**src/rtl/txWordBufPkg.sv**
```systemverilog
package txWordBufPkg;
  localparam logic [7:0] OP_WRITE = 8'h0E;
  localparam logic [7:0] OP_CLEAR = 8'h11;
  localparam logic [7:0] OP_START = 8'h12;

  typedef struct packed {
    logic push;
    logic pop;
    logic clear;
  } bufStrobes_t;
endpackage

```
**src/rtl/txWordBufData.sv**
```systemverilog
module txWordBufData
  import txWordBufPkg::*;
#(
  parameter int DATA_W = 32,
  parameter int DEPTH  = 32
) (
  input  logic              clk,
  input  logic              rstN,
  input  bufStrobes_t       strobes,
  input  logic [DATA_W-1:0] wrData,
  output logic [DATA_W-1:0] headData,
  output logic              isEmpty,
  output logic              isHalf,
  output logic              isFull
);
  localparam int PTR_W = $clog2(DEPTH);
  localparam int CNT_W = $clog2(DEPTH + 1);
  localparam logic [CNT_W-1:0] CNT_FULL = CNT_W'(DEPTH);
  localparam logic [CNT_W-1:0] CNT_HALF = CNT_W'(DEPTH / 2);
  localparam logic [PTR_W-1:0] PTR_LAST = PTR_W'(DEPTH - 1);

  logic [DATA_W-1:0] store [DEPTH];
  logic [PTR_W-1:0]  rdPtr;
  logic [PTR_W-1:0]  wrPtr;
  logic [CNT_W-1:0]  count;

  // the pointers wrap explicitly, so DEPTH does not have to be a power of two
  function automatic logic [PTR_W-1:0] nextPtr(input logic [PTR_W-1:0] p);
    return (p == PTR_LAST) ? '0 : p + 1'b1;
  endfunction

  always_ff @(posedge clk) begin
    if (strobes.push && !strobes.clear) begin
      store[wrPtr] <= wrData;
    end
  end

  always_ff @(posedge clk) begin
    if (!rstN || strobes.clear) begin
      rdPtr <= '0;
      wrPtr <= '0;
      count <= '0;
    end else begin
      if (strobes.push) wrPtr <= nextPtr(wrPtr);
      if (strobes.pop)  rdPtr <= nextPtr(rdPtr);
      case ({strobes.push, strobes.pop})
        2'b10:   count <= count + 1'b1;
        2'b01:   count <= count - 1'b1;
        default: count <= count;
      endcase
    end
  end

  assign headData = store[rdPtr];
  assign isEmpty  = (count == '0);
  assign isFull   = (count == CNT_FULL);
  assign isHalf   = (count >= CNT_HALF);
endmodule

```
**src/rtl/txWordBufCtrl.sv**
```systemverilog
module txWordBufCtrl
  import txWordBufPkg::*;
(
  input  logic        clk,
  input  logic        rstN,
  input  logic        autoSend,
  input  logic        cmdValid,
  input  logic [7:0]  cmdOp,
  input  logic        popReady,
  input  logic        serIdle,
  input  logic        isEmpty,
  input  logic        isFull,
  output logic        popValid,
  output logic        sessionActive,
  output bufStrobes_t strobes
);
  logic wrCmd;
  logic clrCmd;
  logic startCmd;
  logic sessOpen;
  logic sessClose;

  assign wrCmd    = cmdValid && (cmdOp == OP_WRITE);
  assign clrCmd   = cmdValid && (cmdOp == OP_CLEAR);
  assign startCmd = cmdValid && (cmdOp == OP_START);

  assign popValid = sessionActive && !isEmpty;

  always_comb begin
    strobes       = '0;
    strobes.clear = clrCmd;
    strobes.push  = wrCmd && !isFull && !clrCmd;
    strobes.pop   = popValid && popReady && !clrCmd;
  end

  // opening wins over closing in the same cycle
  assign sessOpen  = startCmd || (wrCmd && autoSend);
  assign sessClose = sessionActive && isEmpty && serIdle;

  always_ff @(posedge clk) begin
    if (!rstN) begin
      sessionActive <= 1'b0;
    end else if (sessOpen) begin
      sessionActive <= 1'b1;
    end else if (sessClose) begin
      sessionActive <= 1'b0;
    end
  end
endmodule

```
**src/rtl/txWordBuf.sv**
```systemverilog
module txWordBuf
  import txWordBufPkg::*;
#(
  parameter int DATA_W = 32,
  parameter int DEPTH  = 32
) (
  input  logic              clk,
  input  logic              rstN,
  input  logic              autoSend,
  input  logic              cmdValid,
  input  logic [7:0]        cmdOp,
  input  logic [DATA_W-1:0] cmdData,
  output logic              popValid,
  output logic [DATA_W-1:0] popData,
  input  logic              popReady,
  input  logic              serIdle,
  output logic              isEmpty,
  output logic              isHalf,
  output logic              isFull,
  output logic              sessionActive
);
  bufStrobes_t strobes;

  txWordBufCtrl ctrl_i (
    .clk          (clk),
    .rstN         (rstN),
    .autoSend     (autoSend),
    .cmdValid     (cmdValid),
    .cmdOp        (cmdOp),
    .popReady     (popReady),
    .serIdle      (serIdle),
    .isEmpty      (isEmpty),
    .isFull       (isFull),
    .popValid     (popValid),
    .sessionActive(sessionActive),
    .strobes      (strobes)
  );

  txWordBufData #(.DATA_W(DATA_W), .DEPTH(DEPTH)) data_i (
    .clk     (clk),
    .rstN    (rstN),
    .strobes (strobes),
    .wrData  (cmdData),
    .headData(popData),
    .isEmpty (isEmpty),
    .isHalf  (isHalf),
    .isFull  (isFull)
  );
endmodule

```
**config.mk**
```make
export PLATFORM = sky130hd
export DESIGN_NAME = txWordBuf
export DESIGN_NICKNAME = d
export VERILOG_FILES = /design/src/rtl/txWordBufPkg.sv /design/src/rtl/txWordBufData.sv /design/src/rtl/txWordBufCtrl.sv /design/src/rtl/txWordBuf.sv
export SDC_FILE = /design/constraint.sdc
export NUM_CORES = 1
export LEC_CHECK = 0
export BUFFER_PORTS_ARGS = -buffer_cell sky130_fd_sc_hd__buf_4
export CORE_MARGIN = 3
export CORE_UTILIZATION = 55
export DETAILED_ROUTE_END_ITERATION = 6
export PLACE_DENSITY = 0.74
export SYNTH_ARGS = -nofsm -noshare
export SYNTH_HDL_FRONTEND = slang
export SYNTH_SLANG_ARGS = --single-unit
export TNS_END_PERCENT = 5
```
**constraint.sdc**
```tcl
create_clock -name clk -period 4 [get_ports clk]
set_clock_uncertainty 0.05 [all_clocks]
set_input_delay 0.4 -clock clk [delete_from_list [all_inputs] [get_ports clk]]
set_output_delay 0.4 -clock clk [all_outputs]
set_load 0.05 [all_outputs]
```
==> reports/results.txt <==
Commonest non-fill, non-tap cell in the layout - edfxtp_1
Critical Path RT - 3550 ps
Share of cells above drive strength 1 - 29.6%
RSZ-0062 raised after global routing - no
Largest net degree at the start of global routing - 67
Critical path arrival - 3420 ps
Die Area - 77100 um^2
Family with the most delay on the worst path - simple AND/OR/NAND/NOR gates
Clk_lat worst skew - 650 ps
Simple-gate share of the synthesized area - 3.88%
Die outline width - 278 um
Met3 GRT Util - 5.52%
Adder-cell share of the synthesized area - 0.419%
Initial antenna violation count - 8
Compound-Gate Fraction of Synth Area - 4.92%
Final setup margin - 125 ps
Drt pass-1 iters - 5
Chip Height - 278 um
Final Hold Fails - 0
Startpoint class of the critical path - flip-flop
Max_slew headroom - 39.2%
Pre-CTS setup slack - 667 ps
Period utilization - 96.9%
Placer Congestion - 0.801
Final setup TNS - 0 ps
DRT antenna net count - 0
Syn_area_per_cell - 19.6 um^2
Area Growth Syn to Fin - 14.7%
Rows - 98
Setup violations, final - 0
TritonCTS clock tree - yes
Vias - 21700
Post-Synthesis Cells - 2075
Most Used Layer, Global Route - met2
Max Fclk - 258 MHz
Crit-path cells - nand2b_2 > buf_12 > o21ai_0 > nor3_1 > or4_1 > buf_4
Critical path depth in cells - 6
Post-synthesis xor/xnor area fraction - 0.0432%
Crit path max fanout - 26
CTS Root Cell - clkbuf_16
Max cap viols - 0
Async set-reset flop share out of synthesis - 0%
Reg2Reg Depth - 10
IO Port Bufs - 82
CP endpoint - popData[5]
Dpl hpwl - 54500 um
Grt met1 use - 36.9%
Crit path largest cell delay - 580 ps
Post-synthesis mux area share - 12.4%
DR WL/cell - 30.5 um
IR Drop Worst-Case VDD - 321 uV
Mapped cell area - 40600 um^2
Syn_nets - 2134
First-pass GRT wire length - 147000 um
Max Slew Vio Count - 0
H-Tree Level Count - 3
Top_reg_cell synth - edfxtp_1
Clk sinks - 1046
Reg2reg setup slack - 690 ps
Total Routed Length - 99700 um
Pwr dens - 460 nW/um^2
CP max stage cell - nand2b_2
Worst path bufs/invs - 2
Drt first-iter violations - 2947
Vias in the first global route - 22000
Clock transition at path regs - 60 ps
Sequential fraction of the synthesis area - 76.9%
Dominant combinational cell family by area after synthesis - multiplexers
Critical path endpoint category - output pin
Max clock buf depth - 3
DRC viols - 0
Met2 Resource Use GR - 40.4%
Outcome - finished, final reports clean
Static Leak - 14.4 nW
Worst r2r src - data_i.count[1]
Fin nets - 2291
Core area - 72200 um^2
Tot GR Track Use - 26.0%
R2r endpoint - data_i.count[5]
IO Count - 83
Warnings from Yosys - 0
Most frequent cells in the layout - edfxtp_1, mux2_2, buf_4, mux4_2, clkbuf_16
CTS buffer count - 101
Total congestion overflow - 0
Worst hold path type - in2reg
Avg Vias per Cell - 6.62
Post-synth EDFFs - 1024
Crit path time final - 3870 ps
Worst Tran Pin Value - 901 ps
Yosys reg bits - 1046
Post-synthesis cell type count - 52
Initial Util - 56.2%
Crit Path Class - reg2out
==> cell usage after synthesis, drive strengths merged (2+ instances only) <==
cell     instances  area, um^2
dfxtp           22         440
a211oi          66         495
a31o             2        17.5
mux4           128        2880
o22ai           64         400
nand3b           3        22.5
and3             3        18.8
inv              9        33.8
a21oi           11        55.1
nand2b           4        25.0
nand4            4        25.0
nand4bb          2        22.5
or2              2        12.5
o31ai            3        22.5
edfxtp        1024       30700
ha              12         150
clkbuf          75         282
nand2            7        26.3
nand3           12        60.1
o21ai           74         370
a22o            64         561
nor3            66         330
and3b            2        17.5
nand4b           2        17.5
nor2            45         169
xor2             2        17.5
nor3b            4        30.0
or4             36         270
buf             44         263
mux2           192        2160
or3              2        12.5
nor4b            4        41.3
nor2b           70         438
==> area by class of cell <==
class / instances / area, um^2
flip-flops and latches: 1046 / 31200
clock inverters: 68 / 592
fillers: 4527 / 25700
diodes: 2 / 5.00
well taps: 950 / 1190
clock buffers: 121 / 2620
repair buffers: 173 / 1790
multi-input cells: 900 / 9090
inverters: 10 / 37.5
==> metal layers <==
layer  vias to the layer above  wire length [um]
met5                         -                48
li1                       8905                 -
met3                       233             10500
met4                         8              3320
met2                      1296             47400
met1                     11200             38400
==> repair_timing <==
item | CTS | global route
endpoints found under the setup margin | 0 | 1
setup buffers | 0 | 1
hold buffers | 2 | 0
gates resized for setup | 0 | 0
endpoints found under the hold margin | 1 | 0
==> how the worst min path moves through the flow <==
stage | start | endpoint | slack, ps | cells after the start
4_1_cts | rstN | data_i.rdPtr[0] | 50 | 3
2_1_floorplan | data_i.count[4] | data_i.count[4] | 430 | 2
5_1_grt | cmdData[6] | data_i.store[31][6] | 90 | 1
3_5_place_dp | data_i.count[4] | data_i.count[4] | 500 | 2
3_3_place_gp | data_i.count[4] | data_i.count[4] | 460 | 2
6_report | rstN | flip-flop | 90 | 3
==> cell families after synthesis <==
| logic type | Yosys count |
|---|---|
| compound gates | 293 |
| xor+xnor | 2 |
| fa+ha+maj | 13 |
| buf+inv | 129 |
| flops | 1046 |
| mux | 320 |
| simple gates | 272 |
==> report_power, final <==
group	total [W]	internal (W)	switching, W
Sequential	0.0120	0.0120	0.000000235
Combinational	0.000190	0.0000344	0.000155
Clock	0.00920	0.00521	0.00398
==> worst reg2reg max path, cell delays in order (launching register included) <==
cell and delay (ps):
dfxtp_1 350, or4_1 580, o311a_1 360, nand2_1 150, inv_1 60, ha_1 290, ha_1 390, nor4b_1 450
a311oi_1 150, a31o_2 280, a21oi_1 130
==> flip-flops by register name, indices dropped and copies added (netlist names), named ones only <==
name / cells
data_i.store: 1024
data_i.count: 6
data_i.rdPtr: 5
data_i.wrPtr: 5
ctrl_i.sessionActive: 1
==> stage by stage <==
step                      hold WS [ps]  util, %  area [um^2]  instances  power (W)
final                             88.2     64.4        46500       3270     0.0214
after CTS                         51.3     64.4        46500       3267     0.0215
after global routing              91.4     64.4        46500       3268     0.0220
after global placement             464     59.9        43300       3076     0.0124
after floorplan                    430        -        40600       2075     0.0123
after detailed placement           497     59.9        43300       3076     0.0124
(Power assumes the default switching activity.)
